`config.mk`:
```
export PLATFORM = sky130hd
export DESIGN_NAME = row_limit_decoder
export DESIGN_NICKNAME = d
export VERILOG_FILES = /design/src/rtl/rowdec_pkg.sv /design/src/rtl/rowdec_regfile.sv /design/src/rtl/rowdec_compare.sv /design/src/rtl/rowdec_ddr_check.sv /design/src/rtl/row_limit_decoder.sv
export SDC_FILE = /design/constraint.sdc
export NUM_CORES = 1
export LEC_CHECK = 0
export BUFFER_PORTS_ARGS = -buffer_cell sky130_fd_sc_hd__buf_2
export CAP_MARGIN = 20
export CORE_MARGIN = 2
export CORE_UTILIZATION = 55
export CTS_CLUSTER_DIAMETER = 60
export DETAILED_ROUTE_END_ITERATION = 8
export GPL_TIMING_DRIVEN = 0
export PLACE_DENSITY = 0.78
export SLEW_MARGIN = 5
export SYNTH_ARGS = -nofsm -noshare
export SYNTH_HDL_FRONTEND = slang
export SYNTH_SLANG_ARGS = --single-unit
```
`constraint.sdc`:
```
create_clock -name clk -period 3.24 [get_ports clk]
set_input_delay 0.648 -clock clk [delete_from_list [all_inputs] [get_ports clk]]
set_output_delay 0.648 -clock clk [all_outputs]
set_load 0.05 [all_outputs]
```
`src/rtl/rowdec_pkg.sv`:
```
package rowdec_pkg;

    // Outcome of the most recent decode slot
    typedef enum logic [1:0] {
        DEC_IDLE = 2'd0,
        DEC_HIT  = 2'd1,
        DEC_MISS = 2'd2
    } dec_state_e;

    // True when offset a lies in [base, base+n)
    function automatic logic in_window(input logic [7:0] a,
                                       input logic [7:0] base,
                                       input int         n);
        return (int'(a) >= int'(base)) && (int'(a) < int'(base) + n);
    endfunction

endpackage

```
`src/rtl/rowdec_regfile.sv`:
```
module rowdec_regfile #(
    parameter int               NUM_ROWS = 8,
    parameter int               DATA_W   = 8,
    parameter int               RA_W     = 8,
    parameter logic [RA_W-1:0]  ROW_BASE = 8'h60,
    parameter logic [RA_W-1:0]  MISC_OFS = 8'h51,
    parameter int               APEN_BIT = 1
) (
    input  logic                       clk,
    input  logic                       rst_n,
    input  logic                       wr_en,
    input  logic [RA_W-1:0]            addr,
    input  logic [DATA_W-1:0]          wdata,
    output logic [DATA_W-1:0]          rdata,
    output logic [NUM_ROWS*DATA_W-1:0] bnd_flat,
    output logic                       apen
);

    logic [DATA_W-1:0] bnd_q [NUM_ROWS];
    logic              apen_q;

    // One byte register per row, each at its own offset
    for (genvar r = 0; r < NUM_ROWS; r++) begin : g_row
        localparam logic [RA_W-1:0] OFS = RA_W'(int'(ROW_BASE) + r);

        always_ff @(posedge clk) begin
            if (!rst_n) begin
                bnd_q[r] <= '0;
            end else if (wr_en && (addr == OFS)) begin
                bnd_q[r] <= wdata;
            end
        end

        assign bnd_flat[r*DATA_W +: DATA_W] = bnd_q[r];
    end

    // Only the enable bit of the control byte is kept
    always_ff @(posedge clk) begin
        if (!rst_n) begin
            apen_q <= 1'b0;
        end else if (wr_en && (addr == MISC_OFS)) begin
            apen_q <= wdata[APEN_BIT];
        end
    end

    assign apen = apen_q;

    always_comb begin
        rdata = '0;
        if (addr == MISC_OFS) begin
            rdata[APEN_BIT] = apen_q;
        end
        for (int r = 0; r < NUM_ROWS; r++) begin
            if (addr == RA_W'(int'(ROW_BASE) + r)) begin
                rdata = bnd_q[r];
            end
        end
    end

endmodule

```
`src/rtl/rowdec_compare.sv`:
```
module rowdec_compare
    import rowdec_pkg::*;
#(
    parameter int NUM_ROWS   = 8,
    parameter int BND_W      = 8,
    parameter int ADDR_W     = 32,
    parameter int UNIT_SHIFT = 25,
    parameter int IDX_W      = 3
) (
    input  logic                      clk,
    input  logic                      rst_n,
    input  logic                      addr_valid,
    input  logic [ADDR_W-1:0]         mem_addr,
    input  logic [NUM_ROWS*BND_W-1:0] bnd_flat,
    output logic [NUM_ROWS-1:0]       row_hit,
    output logic [IDX_W-1:0]          row_idx,
    output logic                      row_valid,
    output logic                      row_miss
);

    localparam int UNIT_W = ADDR_W - UNIT_SHIFT;
    localparam int CMP_W  = (UNIT_W > BND_W) ? UNIT_W : BND_W;

    logic [CMP_W-1:0]    unit_ext;
    logic [NUM_ROWS-1:0] above;
    logic                found;
    logic [IDX_W-1:0]    found_idx;

    dec_state_e          state_q, state_d;
    logic [IDX_W-1:0]    idx_q, idx_d;

    assign unit_ext = CMP_W'(mem_addr[ADDR_W-1:UNIT_SHIFT]);

    // Parallel compare of the unit index against every limit
    for (genvar i = 0; i < NUM_ROWS; i++) begin : g_cmp
        assign above[i] = CMP_W'(bnd_flat[i*BND_W +: BND_W]) > unit_ext;
    end

    // Lowest row whose limit exceeds the index wins
    always_comb begin
        found     = 1'b0;
        found_idx = '0;
        for (int i = NUM_ROWS - 1; i >= 0; i--) begin
            if (above[i]) begin
                found     = 1'b1;
                found_idx = IDX_W'(i);
            end
        end
    end

    // Next-state choice
    always_comb begin
        state_d = DEC_IDLE;
        idx_d   = '0;
        if (addr_valid) begin
            if (found) begin
                state_d = DEC_HIT;
                idx_d   = found_idx;
            end else begin
                state_d = DEC_MISS;
            end
        end
    end

    // State register
    always_ff @(posedge clk) begin
        if (!rst_n) begin
            state_q <= DEC_IDLE;
            idx_q   <= '0;
        end else begin
            state_q <= state_d;
            idx_q   <= idx_d;
        end
    end

    // Outputs from state
    always_comb begin
        row_hit   = '0;
        row_idx   = '0;
        row_valid = 1'b0;
        row_miss  = 1'b0;
        unique case (state_q)
            DEC_IDLE: begin
                row_valid = 1'b0;
            end
            DEC_HIT: begin
                row_valid = 1'b1;
                row_idx   = idx_q;
                row_hit   = NUM_ROWS'(1) << idx_q;
            end
            DEC_MISS: begin
                row_valid = 1'b1;
                row_miss  = 1'b1;
            end
            default: begin
                row_valid = 1'b0;
            end
        endcase
    end

endmodule

```
`src/rtl/rowdec_ddr_check.sv`:
```
module rowdec_ddr_check #(
    parameter int NUM_ROWS = 8,
    parameter int BND_W    = 8,
    parameter int REF_ROW  = 3
) (
    input  logic                      ddr_mode,
    input  logic [NUM_ROWS*BND_W-1:0] bnd_flat,
    output logic                      cfg_err
);

    logic [NUM_ROWS-1:0] differs;
    logic [BND_W-1:0]    ref_bnd;

    assign ref_bnd = bnd_flat[REF_ROW*BND_W +: BND_W];

    for (genvar i = 0; i < NUM_ROWS; i++) begin : g_diff
        if (i > REF_ROW) begin : g_upper
            assign differs[i] = bnd_flat[i*BND_W +: BND_W] != ref_bnd;
        end else begin : g_lower
            assign differs[i] = 1'b0;
        end
    end

    assign cfg_err = ddr_mode && (|differs);

endmodule

```
`src/rtl/row_limit_decoder.sv`:
```
module row_limit_decoder #(
    parameter int          NUM_ROWS    = 8,
    parameter int          BND_W       = 8,
    parameter int          ADDR_W      = 32,
    parameter int          UNIT_SHIFT  = 25,
    parameter int          RA_W        = 8,
    parameter logic [7:0]  ROW_BASE    = 8'h60,
    parameter logic [7:0]  MISC_OFS    = 8'h51,
    parameter int          APEN_BIT    = 1,
    parameter int          DDR_REF_ROW = 3,
    localparam int         IDX_W       = $clog2(NUM_ROWS)
) (
    input  logic                clk,
    input  logic                rst_n,
    input  logic                reg_wr_en,
    input  logic [RA_W-1:0]     reg_addr,
    input  logic [BND_W-1:0]    reg_wdata,
    output logic [BND_W-1:0]    reg_rdata,
    input  logic                addr_valid,
    input  logic [ADDR_W-1:0]   mem_addr,
    input  logic                ddr_mode,
    input  logic                aper_hit_in,
    output logic [NUM_ROWS-1:0] row_hit,
    output logic [IDX_W-1:0]    row_idx,
    output logic                row_valid,
    output logic                row_miss,
    output logic                aper_hit_out,
    output logic                cfg_err
);

    logic [NUM_ROWS*BND_W-1:0] bnd_flat;
    logic                      apen;

    rowdec_regfile #(
        .NUM_ROWS (NUM_ROWS),
        .DATA_W   (BND_W),
        .RA_W     (RA_W),
        .ROW_BASE (RA_W'(ROW_BASE)),
        .MISC_OFS (RA_W'(MISC_OFS)),
        .APEN_BIT (APEN_BIT)
    ) u_regs (
        .clk      (clk),
        .rst_n    (rst_n),
        .wr_en    (reg_wr_en),
        .addr     (reg_addr),
        .wdata    (reg_wdata),
        .rdata    (reg_rdata),
        .bnd_flat (bnd_flat),
        .apen     (apen)
    );

    rowdec_compare #(
        .NUM_ROWS   (NUM_ROWS),
        .BND_W      (BND_W),
        .ADDR_W     (ADDR_W),
        .UNIT_SHIFT (UNIT_SHIFT),
        .IDX_W      (IDX_W)
    ) u_cmp (
        .clk        (clk),
        .rst_n      (rst_n),
        .addr_valid (addr_valid),
        .mem_addr   (mem_addr),
        .bnd_flat   (bnd_flat),
        .row_hit    (row_hit),
        .row_idx    (row_idx),
        .row_valid  (row_valid),
        .row_miss   (row_miss)
    );

    rowdec_ddr_check #(
        .NUM_ROWS (NUM_ROWS),
        .BND_W    (BND_W),
        .REF_ROW  (DDR_REF_ROW)
    ) u_ddr (
        .ddr_mode (ddr_mode),
        .bnd_flat (bnd_flat),
        .cfg_err  (cfg_err)
    );

    assign aper_hit_out = aper_hit_in && apen;

endmodule

```
Word-level counts from Yosys, hierarchy flattened
Memories as Yosys holds them, arrays and structs flattened.
Cells that the tools add are included.
{ "totals": {"register_bits": 6, "ram_bits": 64, "in_bits": 54, "word_cells": 120, "memories": 1} }
{ "classes": {"order_cmp": 8, "n_eq_ne": 15, "shift": 1, "mux": 62, "bitwise_logic": 11, "reduce_logical": 17} }
{ "mem_list": {"columns": ["name", "words", "width", "read_ports", "rd_ports_with_merged_regs", "wr", "line_no", "source"], "rows": [
  ["u_regs.bnd_q", 8, 8, 8, 0, 8, "rowdec_regfile.sv:19", "logic [DATA_W-1:0] bnd_q [NUM_ROWS];"]
]} }
{ "op_table": {"columns": ["cell", "n"], "rows": [
  ["$mux 8", 17],
  ["$eq 8x7->1 const B", 9],
  ["$gt 8x7->1", 8],
  ["$mux 1", 37],
  ["$ne 8x8->1", 4],
  ["$mux 3", 5],
  ["$logic_and 1x1->1", 11],
  ["$or 1x1->1", 8],
  ["$reduce_or 4->1", 2],
  ["$shl 1x3->8 const A", 1],
  ["$reduce_or 7->1", 1],
  ["$mux 2", 3],
  ["$reduce_or 5->1", 1],
  ["$not 1->1", 3],
  ["$eq 2x1->1 const B", 1],
  ["$eq 2x2->1 const B", 1],
  ["$reduce_and 2->1", 1],
  ["$reduce_or 2->1", 1]
]} }

Longest topological paths before layout
Gate-level depths: netlist of the first run.
An unclocked memory read counts as a cell.
{ "depth": {"word_depth": 12, "depth_mapped": 9, "ltp_nobuf": 9} }

Modules after synthesis
From an unflattened synthesis of the first run, not the netlist that was laid out.
{ "hier_totals": {"hier_cells": 502, "hier_area_um2": 5176.2} }
{ "modules_own_cells": {"columns": ["module", "instances", "cells_each", "area_per_inst_um2", "seq_area_each_um2"], "rows": [
  ["rowdec_regfile", 1, 259, 3249.4, 1941.9],
  ["rowdec_compare", 1, 201, 1639.1, 100.1],
  ["rowdec_ddr_check", 1, 41, 281.5, 0.0],
  ["row_limit_decoder", 1, 1, 6.3, 0.0]
]} }

Worst setup path after synthesis of the first run
OpenSTA, ideal clock, no wires.
{ "synth_path": {"kind": "input-to-output", "start": "input port reg_addr[0]", "end": "output port reg_rdata[5]", "arrival_time_ns": 2.341, "t_required_ns": 2.592, "setup_slack_ns": 0.251, "cell_stages": 7, "n_path_buf": 3, "path_cell_list": "buf_2 > buf_4 > buf_1 > nor2_1 > nor3_1 > a21oi_1 > o22ai_1"} }
{ "synth_via": {"elab_chain_cells": 9, "word_cells_on_any_way": 16, "cone_classes": "eq/ne (8); mux (8)"} }
{ "synth_rtl": {"columns": ["item", "line_no", "source"], "rows": [
  ["start: declaration", "row_limit_decoder.sv:16", "input logic [RA_W-1:0] reg_addr,"],
  ["$eq 8x7->1", "rowdec_regfile.sv:54", "if (addr == RA_W'(int'(ROW_BASE) + r)) begin"],
  ["$mux 8 (7 in series)", "rowdec_regfile.sv:54", null],
  ["$mux 8 *", "rowdec_regfile.sv:54", null],
  ["end: declaration", "row_limit_decoder.sv:18", "output logic [BND_W-1:0] reg_rdata,"]
]} }
Every way passes the cells marked *; elsewhere a longest branch is shown, timed or not.

Worst setup path after layout of the first run
{ "layout_path": {"start": "input port reg_addr[1]", "end": "output port reg_rdata[4]"} }
The elaborated chain is that of the path after synthesis.

==> results of run 1 <==
-- flip-flops by register name, indices dropped and copies added (netlist names) --
register and flops:
u_regs.apen 1, u_cmp.state_q 2, u_cmp.idx_q 3, u_regs.bnd_q 64
-- worst min-delay path, stage by stage, from the launching register on --
cell      delay [ns]
dfxtp_1         0.32
nand2_1         0.06
a21boi_1        0.05
-- worst max path at each step --
stage	from	slack (ns)	end
after floorplan	reg_addr[0]	0.25	reg_rdata[5]
after global placement	reg_addr[7]	0.17	u_regs.bnd_q[0][3]
after detailed placement	reg_addr[7]	0.17	u_regs.bnd_q[0][10]
after CTS	reg_addr[1]	0.27	reg_rdata[4]
after global routing	reg_addr[7]	0.12	reg_rdata[4]
final	reg_addr[1]	0.21	reg_rdata[4]
-- cell usage after synthesis (2+ instances only) --
library cell  number
a2111oi_0          4
a211oi_1           2
a21boi_1           2
a21o_1             4
a21oi_1           25
a22o_1             2
a22oi_1            4
and2_1            69
and3_1             9
and4_1             2
buf_1              2
buf_2              4
buf_4              2
clkbuf_1           4
dfxtp_1            6
edfxtp_1          64
ha_1              58
inv_1             25
mux2i_1            5
mux4_2             8
nand2_1           28
nand2b_1           6
nand3_1           20
nand4_1           12
nor2_1            23
nor2b_1            9
nor3_1            11
nor3b_1            2
nor4_2             2
o211ai_1           2
o21a_1             4
o21ai_0           21
o21ai_1            6
o21bai_1           2
o221ai_1           3
o22a_1             4
o22ai_1            2
o31ai_1            3
or4_1              7
-- final cells by class --
cell class	instances	share of cell area, %
multi-input cells	375	49.7
repair buffers	52	4.66
clock buffers	10	2.46
flip-flops and latches	70	36.5
plain buffers	12	1.03
well taps	108	2.42
clock inverters	6	1.52
inverters	25	1.68
-- where the power goes --
group          switching [mW]  internal (mW)  total, mW  leakage (nW)
Clock                   0.352          0.452      0.804         0.108
Combinational           0.213          0.141      0.354          1.55
Sequential             0.0651           1.03       1.09         0.656
Total                   0.630           1.62       2.25          2.32
-- cell families (layout without fill, tap and decap cells) --
group                      Yosys count  count (layout)  share of synthesized area [%]
and+or+nand+nor                    206             206                           23.4
AOI/OAI and AO/OA                   98              98                           13.3
DFF                                 70              70                           41.1
adders and majority gates           58              58                           14.6
buffers and inverters               37             105                           3.05
muxes                               13              13                           4.63
-- stage by stage --
stage          cell area [um^2]  power [mW]  hold WS, ns
2_1_floorplan              4970        1.32        0.444
5_1_grt                    5590        2.33        0.519
3_5_place_dp               5360        1.46        0.468
6_report                   5590        2.25        0.477
3_3_place_gp               5350        1.44        0.457
4_1_cts                    5580        2.24        0.484
-- layer usage --
metal  GRT usage, %  up-vias
met4           10.0        0
met2           49.0      247
met5              0        -
met3           6.60       34
met1           41.7     2027
li1               -     1941
==> impl_metrics.py, run 1 <==
metrics = {
    "final_layout": {
        "multiInputGateArea_um2": 2780,
        "final_core_util_pct": 63.8,
        "fillers": 724,
        "seq_area_um2": 2040,
        "nNetsFinal": 657,
        "num_antenna_cells": 0,
        "drive_gt1_share_pct": 16.4,
        "synthToLayoutAreaGrowth_pct": 12.4,
        "final_common_cell": "and2_1",
        "final_cell_mix": "69 x and2_1, 64 x edfxtp_1, 58 x ha_1",
        "fin_cells": 658,
    },
    "place": {
        "gp_congestion": 1.01,
        "place_hpwl_mm": 11.2,
        "dp_worst_setup_slack_ns": 0.168,
        "dp_cells": 640,
        "portBuffers": 48,
    },
    "route": {
        "wl_per_cell_um": 22.3,
        "viasPerCell": 6.46,
        "via_count": 4249,
        "top_layer_used": "met4",
        "ant_nets": 0,
        "wl_mm": 14.7,
        "drtIter0Drc": 391,
        "wl_met3_mm": 1.51,
        "dr_wl_met2_mm": 6.76,
        "first_pass_iters": 5,
        "wl_met1_mm": 6.02,
        "drc": 0,
    },
    "cts": {
        "cts_tree": "built",
        "clock_sinks": 70,
        "hold_buffers": 0,
        "cts_max_level": 3,
        "cts_setup_buffers": 0,
        "cts_inserted_buffers": 9,
        "worst_skew_pair.late_latency_ns": 0.34,
        "cts_buffer_depth": 2,
        "clkTransAtPathRegs_ns": 0.08,
        "clockRootBuffer": "clkbuf_8",
        "cts_resized": 0,
    },
    "power_and_ir_drop": {
        "powerDensity_nw_per_um2": 403,
        "leakage_nw": 2.32,
        "vdd_drop_max_mv": 0.410,
    },
    "sta": {
        "tns_ns": 0,
        "rsz0062_at_grt": "false",
        "max_freq_mhz": 330,
        "slew_violations": 0,
        "min_period_ns": 3.03,
        "timing.final.ws_setup_ns": 0.211,
        "finalHoldViolCount": 0,
        "tightest_slew_ns": 1.07,
        "finalSetupViolCount": 0,
        "slew_headroom_pct": 27.8,
        "post-route-period-util_pct": 93.5,
        "finalClockSkew_ns": 0.00643,
    },
    "hold_path": {
        "hp-class": "flip-flop to flip-flop",
        "min_path_cells": 2,
        "hp-start": "u_regs.apen",
        "hold_end": "u_regs.apen",
    },
    "worst_setup_path": {
        "reg2reg_depth": 7,
        "cp-end-kind": "output port",
        "critPathTopFamily": "buffers and inverters",
        "cp_slowest_cell": "buf_1",
        "path_max_fanout": 10,
        "worstReg2RegEnd": "u_cmp.state_q[0]",
        "cp.required_ns": 2.59,
        "cp-start-kind": "input pin",
        "path_depth": 6,
        "critical_path_buf_inv_count": 3,
        "slowest_delay_ns": 0.53,
        "crit_path_cell_trace": "buf_2 > buf_1 > mux4_2 > a22oi_1 > o21ai_1 > buf_2",
        "critical_path_class": "input pin to output port",
        "cp_common_cell": "buf_2",
        "rr_startpoint": "u_regs.bnd_q[0][29]",
        "regToRegSetupSlack_ns": 0.78,
        "arrival_ns": 2.38,
    },
    "run_status": {
        "status": "finished clean",
    },
    "global_routing": {
        "antenna_found_initial": 0,
        "grt_pass1_wl_mm": 22.4,
        "grt_overflow": 0,
        "grt_use_total_pct": 30.6,
        "grt_pass1_vias": 4104,
        "grt_max_degree": 13,
    },
    "synth": {
        "synth_cell_types": 53,
        "synth_top_area_share_pct": 38.7,
        "ys_warn_count": 0,
        "ys.flop_type": "edfxtp_1",
        "syn_area_um2": 4970,
        "yosysSeqAreaShare_pct": 41.1,
        "avgSynthCellArea_um2": 10.3,
        "synth_fp_nets": 594,
        "synth-edff-count": 64,
        "synth.area.top_cells": "edfxtp_1 39%, ha_1 15%, and2_1 8.7%",
        "synth_seq_cells": 70,
        "async_flop_share_pct": 0,
        "synth_largest_area_cell": "edfxtp_1",
        "synthCells": 482,
    },
    "floorplan": {
        "coreArea_um2": 8760,
        "fp.dieW_um": 99.1,
        "die_h_um": 99.1,
        "die-area_um2": 9810,
        "row_count": 34,
        "io-pin-count": 77,
        "start_util_pct": 56.7,
    },
    "flow_run": {
        "maxCapViolCount": 0,
    },
}
No activity file was read; power rests on OpenSTA's default activity.
==> inputs of run 2 (changes only) <==
Settings changed: CORE_UTILIZATION 55 to 60, PLACE_DENSITY 0.78 to 0.84.
Clock period 3.24 ns to 3.8 ns, I/O delays scaled along.
==> run 2 against run 1 <==
Die area fell by 8.0%; worst hold slack got worse by 0.0044 ns; core utilization rose by 4.9 points; total power fell by 16%; sequential cell count did not move; clock-buffer cell count fell by 1; worst setup slack improved by 0.34 ns; clock skew rose by 0.0065 ns.
==> impl_metrics.py, run 2 (synthesized netlist as in run 1, its figures left out) <==
metrics = {
    "final_layout": {
        "fin_cells": 656,
        "final_cell_mix": "69 x and2_1, 64 x edfxtp_1, 58 x buf_2, 58 x ha_1, 28 x nand2_1",
        "reg_top3": "u_regs.bnd_q (64), u_cmp.idx_q (3), u_cmp.state_q (2)",
        "synthToLayoutAreaGrowth_pct": 12.3,
        "largest_reg_flops": 64,
        "fillers": 600,
        "final_common_cell": "and2_1",
        "drive_gt1_share_pct": 16.3,
        "num_antenna_cells": 0,
        "largest-register": "u_regs.bnd_q",
        "nNetsFinal": 659,
    },
    "worst_setup_path": {
        "crit_path_cell_trace": "buf_2 > buf_1 > mux4_2 > a22oi_1 > o21ai_1 > buf_2",
        "path_max_fanout": 10,
        "cp-start-kind": "input pin",
        "critPathTopFamily": "buffers and inverters",
        "cp_common_cell": "buf_2",
        "arrival_ns": 2.49,
        "cp-end-kind": "output port",
        "cp.required_ns": 3.04,
        "critical_path_class": "input pin to output port",
        "slowest_delay_ns": 0.50,
        "critical_path_buf_inv_count": 3,
        "cp_slowest_cell": "buf_1",
    },
    "route": {
        "ant_nets": 0,
        "dr_wl_met2_mm": 6.40,
        "first_pass_iters": 6,
        "wl_met3_mm": 1.59,
        "drc": 0,
        "viasPerCell": 6.60,
        "wl_mm": 14.1,
        "top_layer_used": "met4",
        "wl_per_cell_um": 21.5,
        "drtIter0Drc": 468,
        "wl_met1_mm": 5.48,
        "via_count": 4329,
    },
    "sta": {
        "tightest_slew_ns": 0.718,
        "finalClockSkew_ns": 0.0130,
        "finalHoldViolCount": 0,
        "rsz0062_at_grt": "false",
        "post-route-period-util_pct": 85.5,
        "finalSetupViolCount": 0,
        "slew_headroom_pct": 51.8,
        "slew_violations": 0,
        "tns_ns": 0,
        "min_period_ns": 3.25,
        "max_freq_mhz": 308,
    },
    "cts": {
        "cts_tree": "built",
        "worst_skew_pair.late_latency_ns": 0.36,
        "cts_setup_buffers": 0,
        "cts_buffer_depth": 2,
        "cts_inserted_buffers": 9,
        "clock_sinks": 70,
        "hold_buffers": 0,
        "clkTransAtPathRegs_ns": 0.08,
        "cts_resized": 0,
        "cts_max_level": 3,
        "clockRootBuffer": "clkbuf_8",
    },
    "floorplan": {
        "fp.dieW_um": 95.0,
        "io-pin-count": 77,
        "row_count": 33,
        "die_h_um": 95.0,
        "die-area_um2": 9030,
        "coreArea_um2": 8130,
        "start_util_pct": 61.1,
    },
    "power_and_ir_drop": {
        "leakage_nw": 2.32,
        "powerDensity_nw_per_um2": 340,
        "p_total_mw": 1.90,
        "vdd_drop_max_mv": 0.386,
    },
    "global_routing": {
        "grt_pass1_vias": 3940,
        "grt_use_total_pct": 33.0,
        "grt_pass1_wl_mm": 21.4,
        "antenna_found_initial": 0,
        "grt_overflow": 0,
        "grt_max_degree": 13,
    },
    "run_status": {
        "status": "finished clean",
    },
    "flow_run": {
        "maxCapViolCount": 0,
    },
    "hold_path": {
        "hp-class": "flip-flop to flip-flop",
    },
    "place": {
        "dp_cells": 637,
        "gp_congestion": 1.03,
        "place_hpwl_mm": 10.8,
        "portBuffers": 48,
    },
}
==> run 2: layer usage <==
| layer | track usage [%] | vias up |
|---|---|---|
| li1 | - | 1942 |
| met1 | 43.7 | 2020 |
| met2 | 52.9 | 300 |
| met3 | 6.09 | 67 |
| met4 | 15.3 | 0 |
| met5 | 0 | - |
==> run 2: power by group <==
group	internal, mW	switching [mW]	total (mW)
sequential	0.877	0.0549	0.932
combinational	0.121	0.182	0.304
clock	0.364	0.297	0.661
total	1.36	0.534	1.90
==> run 2: layout make-up <==
type                       count  area (um^2)  share of cell area (%)
multi-input combinational    375         2780                    49.7
clock buffer                   9          124                    2.22
clock inverter                 6         87.6                    1.57
tap                          105          131                    2.35
buffer                        12         57.6                    1.03
timing repair buffer          54          270                    4.84
inverter                      25         93.8                    1.68
sequential                    70         2040                    36.6
==> run 2: path summary, 6_finish.rpt <==
kind                       startpoint  slack [ns]  depth (start not counted)               end
hold reg to reg           u_regs.apen        0.47                          2       u_regs.apen
setup reg to reg  u_regs.bnd_q[1][17]        1.41                          8  u_cmp.state_q[0]
hold / removal            u_regs.apen        0.47                          2       u_regs.apen
setup / recovery          reg_addr[1]        0.55                          6      reg_rdata[4]
==> run 2: through the flow <==
stage | utilization, % | hold slack, ns | cell area (um^2) | setup slack, ns
after detailed placement | 65.8 | 0.467 | 5350 | 0.592
after global placement | 65.7 | 0.456 | 5340 | 0.611
after floorplan | - | 0.444 | 4970 | 0.587
final | 68.7 | 0.473 | 5580 | 0.552
after global routing | 68.7 | 0.518 | 5580 | 0.484
after CTS | 68.4 | 0.479 | 5560 | 0.591
==> run 2: worst reg2reg max path, delay by kind of cell, from the launching register on <==
family / cells / cell delay, ns
flip-flops: 1 / 0.52
adder cells (fa/ha/maj): 1 / 0.35
AO/OA/AOI/OAI: 3 / 0.79
AND/OR/NAND/NOR: 4 / 0.61
